<file path="src/rtl/pwm_steer_pkg.sv">
`timescale 1ns/1ps
package pwm_steer_pkg;
  localparam logic [1:0] PWM_MODE_HI  = 2'b11;
  localparam logic [1:0] OUTCFG_SINGLE = 2'b00;

  // even pins (A, C) follow polarity bit 1, odd pins (B, D) follow bit 0
  function automatic logic pin_inverted(input logic [1:0] pol, input int unsigned idx);
    return (idx % 2 == 0) ? pol[1] : pol[0];
  endfunction
endpackage

</file>
<file path="src/rtl/steer_regs.sv">
`timescale 1ns/1ps
module steer_regs #(
  parameter int unsigned NPINS  = 4,
  parameter int unsigned CTRL_W = 8,
  parameter logic [NPINS-1:0] RST_EN = 1
) (
  input  logic              clk,
  input  logic              rst_n,
  input  logic              wr_en,
  input  logic [CTRL_W-1:0] wr_data,
  input  logic              period_start,
  output logic [NPINS-1:0]  act_en,
  output logic [CTRL_W-1:0] rd_data
);
  localparam int unsigned SYNC_BIT = NPINS;
  localparam int unsigned FIELD_W  = NPINS + 1;

  logic [FIELD_W-1:0] wr_q;   // last written value, also the shadow enables

  always_ff @(posedge clk) begin
    if (!rst_n) begin
      wr_q <= {1'b0, RST_EN};
    end else if (wr_en) begin
      wr_q <= wr_data[FIELD_W-1:0];
    end
  end

  always_ff @(posedge clk) begin
    if (!rst_n) begin
      act_en <= RST_EN;
    end else if (wr_en && !wr_data[SYNC_BIT]) begin
      act_en <= wr_data[NPINS-1:0];
    end else if (period_start && wr_q[SYNC_BIT]) begin
      act_en <= wr_q[NPINS-1:0];
    end
  end

  assign rd_data = CTRL_W'(wr_q);
endmodule

</file>
<file path="src/rtl/steer_shutdown.sv">
`timescale 1ns/1ps
module steer_shutdown (
  input  logic clk,
  input  logic rst_n,
  input  logic shutdown_req,
  input  logic period_start,
  output logic sd_q,
  output logic sd_hold
);
  always_ff @(posedge clk) begin
    if (!rst_n) begin
      sd_q <= 1'b0;
    end else if (shutdown_req) begin
      sd_q <= 1'b1;
    end else if (period_start) begin
      sd_q <= 1'b0;
    end
  end

  // request acts at once; latched state holds until a clean period start
  assign sd_hold = shutdown_req | sd_q;
endmodule

</file>
<file path="src/rtl/steer_pin.sv">
`timescale 1ns/1ps
module steer_pin (
  input  logic steer_on,
  input  logic en,
  input  logic inv,
  input  logic sd_hold,
  input  logic pwm_in,
  input  logic port_bit,
  output logic pin
);
  always_comb begin
    if (steer_on && en) begin
      pin = sd_hold ? inv : (pwm_in ^ inv);
    end else begin
      pin = port_bit;
    end
  end
endmodule

</file>
<file path="src/rtl/pwm_steer_unit.sv">
`timescale 1ns/1ps
module pwm_steer_unit #(
  parameter int unsigned NPINS  = 4,
  parameter int unsigned CTRL_W = 8,
  parameter logic [NPINS-1:0] RST_EN = 1
) (
  input  logic              clk,
  input  logic              rst_n,
  input  logic              pwm_in,
  input  logic              period_start,
  input  logic [NPINS-1:0]  port_data,
  input  logic              shutdown_req,
  input  logic [3:0]        mode_sel,
  input  logic [1:0]        out_cfg,
  input  logic              wr_en,
  input  logic [CTRL_W-1:0] wr_data,
  output logic [CTRL_W-1:0] rd_data,
  output logic [NPINS-1:0]  pin_out
);
  import pwm_steer_pkg::*;

  logic [NPINS-1:0] act_en;
  logic             sd_q;
  logic             sd_hold;
  logic             steer_on;

  assign steer_on = (mode_sel[3:2] == PWM_MODE_HI) && (out_cfg == OUTCFG_SINGLE);

  steer_regs #(.NPINS(NPINS), .CTRL_W(CTRL_W), .RST_EN(RST_EN)) u_regs (
    .clk(clk), .rst_n(rst_n), .wr_en(wr_en), .wr_data(wr_data),
    .period_start(period_start), .act_en(act_en), .rd_data(rd_data)
  );

  steer_shutdown u_sd (
    .clk(clk), .rst_n(rst_n), .shutdown_req(shutdown_req),
    .period_start(period_start), .sd_q(sd_q), .sd_hold(sd_hold)
  );

  for (genvar gi = 0; gi < NPINS; gi++) begin : g_pin
    steer_pin u_pin (
      .steer_on(steer_on), .en(act_en[gi]),
      .inv(pin_inverted(mode_sel[1:0], gi)), .sd_hold(sd_hold),
      .pwm_in(pwm_in), .port_bit(port_data[gi]), .pin(pin_out[gi])
    );
  end
endmodule

</file>
<file path="config.mk">
export PLATFORM = sky130hd
export DESIGN_NAME = pwm_steer_unit
export DESIGN_NICKNAME = d
export VERILOG_FILES = /design/src/rtl/pwm_steer_pkg.sv /design/src/rtl/steer_regs.sv /design/src/rtl/steer_shutdown.sv /design/src/rtl/steer_pin.sv /design/src/rtl/pwm_steer_unit.sv
export SDC_FILE = /design/constraint.sdc
export NUM_CORES = 1
export LEC_CHECK = 0
export BUFFER_PORTS_ARGS = -buffer_cell sky130_fd_sc_hd__buf_2
export CAP_MARGIN = 10
export CELL_PAD_IN_SITES_DETAIL_PLACEMENT = 1
export CELL_PAD_IN_SITES_GLOBAL_PLACEMENT = 2
export CORE_ASPECT_RATIO = 1.1
export CORE_MARGIN = 2
export CORE_UTILIZATION = 21
export CTS_CLUSTER_SIZE = 16
export DETAILED_ROUTE_END_ITERATION = 12
export PLACE_DENSITY_LB_ADDON = 0.1
export SKIP_LAST_GASP = 1
export SYNTH_ARGS = -nofsm -noshare
export SYNTH_HDL_FRONTEND = slang
export SYNTH_SLANG_ARGS = --single-unit
</file>
<file path="constraint.sdc">
create_clock -name clk -period 1.5 [get_ports clk]
set_clock_uncertainty 0.1 [all_clocks]
set_input_delay 0.3 -clock clk [delete_from_list [all_inputs] [get_ports clk]]
set_output_delay 0.3 -clock clk [all_outputs]
set_load 0.01 [all_outputs]
</file>
==> impl_metrics.sql <==
INSERT INTO impl_metrics (metric_group, metric, value, unit) VALUES
('layout', 'finalNonFillerCells', '122', ''),
('detailed_routing', 'antenna_violating_nets_post_route', '0', ''),
('pwr', 'p_per_area', '791.5', 'nW/µm²'),
('placement', 'hpwl_after_dpl', '1080', 'µm'),
('clock_tree', 'hold_buffers', '0', ''),
('floorplan', 'std_cell_rows', '19', ''),
('detailed_routing', 'route.vias.total', '522', ''),
('pwr', 'switching_share_of_total_power', '26.57', '%'),
('global_route', 'pin_count_of_the_biggest_net_entering_global_routing', '9', ''),
('pwr', 'clock_power_share', '30.0', '%'),
('outcome', 'failing_checks', 'negative setup slack', ''),
('sta', 'timing.final.setup_violations', '4', ''),
('global_route', 'grt_first_pass_wirelength', '2297', 'µm'),
('detailed_routing', 'met2WireLength', '640', 'µm'),
('floorplan', 'floorplan.io_pins', '36', ''),
('global_route', 'track_usage', '10.22', '%'),
('layout', 'final_net_count', '117', ''),
('clock_tree', 'cts.reportedPaths.clkPinSlew', '70', 'ps'),
('detailed_routing', 'routedLengthMet1', '630', 'µm'),
('setup_path', 'timing.critical_path.from_type', 'register', ''),
('detailed_routing', 'detailedRoute.firstPassIterationCount', '2', ''),
('clock_tree', 'cts.root.buffer_cell', 'sky130_fd_sc_hd__clkbuf_4', ''),
('detailed_routing', 'met3_wire_len', '81', 'µm'),
('setup_path', 'worst_endpoint_data_arrival_time', '1320', 'ps'),
('yosys', 'avg_inst_size_synth', '8.641', 'µm²'),
('layout', 'syn_to_final_growth', '38.24', '%'),
('pwr', 'seqPwrFrac', '49.0', '%'),
('pwr', 'vdd_drop_max', '0.0002826', 'V'),
('yosys', 'post_synth_inst_count', '64', ''),
('sta', 'final_min_period_over_clock_period', '114.6', '%'),
('clock_tree', 'cts_tree', 'yes', ''),
('sta', 'maxClockFrequency', '581.5', 'MHz'),
('sta', 'final_critical_path_setup_slack', '-219.7', 'ps'),
('sta', 'finalMaxSlewViolations', '0', ''),
('yosys', 'synth-seq-area-share', '36.20', '%'),
('yosys', 'synth_edf_count', '0', ''),
('detailed_routing', 'topRoutingLayerUsed', 'met4', ''),
('floorplan', 'dieArea', '3060', 'µm²'),
('floorplan', 'die_x', '52.93', 'µm'),
('sta', 'timing.final.hold_violations', '0', ''),
('setup_path', 'crit_path_max_fanout', '2', ''),
('yosys', 'combined_area_of_all_synthesized_cells', '553.0', 'µm²'),
('detailed_routing', 'drt_drc_violations_left', '0', ''),
('pwr', 'post-layout-total-power', '0.6051', 'mW'),
('layout', 'antennaDiodeCount', '0', ''),
('yosys', 'synth.top_cell.area_share', '36.20', '%'),
('clock_tree', 'clkSinkCount', '10', ''),
('yosys', 'synth_top_cells_by_area', 'sky130_fd_sc_hd__dfxtp_1 (36%), sky130_fd_sc_hd__buf_4 (9.5%), sky130_fd_sc_hd__mux2i_1 (9.0%), sky130_fd_sc_hd__mux2_1 (8.1%), sky130_fd_sc_hd__nand2_1 (6.1%)', ''),
('placement', 'port_buffers', '29', ''),
('clock_tree', 'cts.htree.levels', '1', ''),
('flow_run', 'maxCapViolCount', '0', ''),
('global_route', 'globalRoute.totalOverflow', '0', ''),
('pwr', 'part_of_the_total_power_dissipated_in_combinational_logic', '21.0', '%'),
('yosys', 'ys_ff_latch', '10', ''),
('floorplan', 'die_height', '57.82', 'µm'),
('placement', 'placed_cells', '119', ''),
('pwr', 'static-leakage-power', '0.3844', 'nW'),
('min_path', 'worst_hold_path_type', 'input port to register', ''),
('floorplan', 'initial_utilization', '22.16', '%'),
('clock_tree', 'cts_inserted_buffers', '3', ''),
('layout', 'ratio_of_cells_with_drive_above_1_in_the_final_layout', '45.05', '%'),
('yosys', 'yosys_most_used_dff', 'sky130_fd_sc_hd__dfxtp_1', ''),
('setup_path', 'critPathKind', 'register to output port', ''),
('outcome', 'result_of_the_run', 'complete, but fails checks', ''),
('detailed_routing', 'wl', '1371', 'µm'),
('sta', 'finalWorstPathRequiredPeriod', '1720', 'ps'),
('setup_path', 'worst_ep_required_time', '1100', 'ps'),
('yosys', 'yosys.area.top_type', 'sky130_fd_sc_hd__dfxtp_1', ''),
('yosys', 'synth.most_common_cell', 'sky130_fd_sc_hd__dfxtp_1', ''),
('yosys', 'async_set_or_reset_register_ratio_after_synthesis', '0', '%'),
('detailed_routing', 'initialDrtViolationCount', '3', '');
## cells in the final DEF (no fill, tap or decap), drive strengths merged, types with 2 or more instances in the layout
cell type / Yosys / routed
inv: 3 / 3
xor2: 2 / 2
nor2: 9 / 9
mux2: 4 / 4
nand3: 3 / 3
mux2i: 5 / 5
dfxtp: 10 / 10
a311oi: 3 / 3
nand2: 9 / 9
conb: 1 / 3
clkbuf: 0 / 3
buf: 8 / 30
## state kept, by name (all words and copies together) (netlist names)
register	cells
u_sd.sd_q	1
u_regs.act_en	4
u_regs.wr_q	5
## area by class of cell
type	count	area, µm²	area share, %
Multi-Input combinational cell	45	312.8	40.92
Timing Repair Buffer	30	177.7	23.24
Inverter	3	11.26	1.473
Clock buffer	3	22.52	2.946
Sequential cell	10	201.4	26.35
Tap cell	31	38.79	5.074
## logic make-up (layout without fill, tap and decap cells)
kind of cell	count (synthesis)	count (layout)	share of synthesized area [%]
buffers and inverters	11	36	12.44
AND/OR/NAND/NOR	25	25	22.17
multiplexers	9	9	17.19
AO/OA/AOI/OAI	6	6	8.144
XOR/XNOR	2	2	3.168
flip-flops	10	10	36.20
other	1	3	0.6781
## path summary, 6_finish.rpt
check / start / endpoint / slack (ps) / cells after the start
max reg2reg: u_regs.wr_q[4] / u_regs.act_en[0] / 310 / 3
max: u_sd.sd_q / pin_out[1] / -220 / 4
min: rst_n / u_regs.wr_q[0] / 130 / 2
min reg2reg: u_regs.act_en[2] / u_regs.act_en[2] / 390 / 2
## through the flow
stage,area (µm²),TNS [ps],worst slack (ps),hold slack (ps),util (%)
after global routing,764.5,-1212,-306.0,138.1,30.63
after CTS,764.5,-1002,-252.4,127.5,30.63
after detailed placement,709.4,-552.0,-141.5,383.8,28.42
after global placement,709.4,-533.7,-134.7,377.7,28.42
after floorplan,590.6,0,14.35,261.9,-
final,764.5,-874.5,-219.7,131.3,30.63
## critical path, stage by stage, from the launching register on
cell and delay, ps:
sky130_fd_sc_hd__dfxtp_2 330, sky130_fd_sc_hd__nor3b_4 220, sky130_fd_sc_hd__xor2_1 110, sky130_fd_sc_hd__mux2_4 280, sky130_fd_sc_hd__buf_6 120
## repair_timing
item | 4_1_cts | 5_1_grt
gates cloned | 0 | 0
setup endpoints to repair | 4 | 4
resized for setup | 6 | 0
buffers inserted | 0 | 0
pin swaps | 3 | 0
## power by group through the flow
| stage | combinational [mW] | clock [mW] | sequential [mW] |
|---|---|---|---|
| after floorplan | 0.0800 | 0 | 0.302 |
| after global placement | 0.118 | 0 | 0.301 |
| after detailed placement | 0.119 | 0 | 0.302 |
| after CTS | 0.130 | 0.190 | 0.296 |
| after global routing | 0.144 | 0.205 | 0.299 |
| final | 0.127 | 0.181 | 0.296 |
## metal layers
layer,global-route usage [%],up-vias
met1,14.10,238
met3,1.546,2
met2,15.18,17
met4,5.495,0
li1,-,265
met5,0,-
Power figures use the tool's default switching activity.
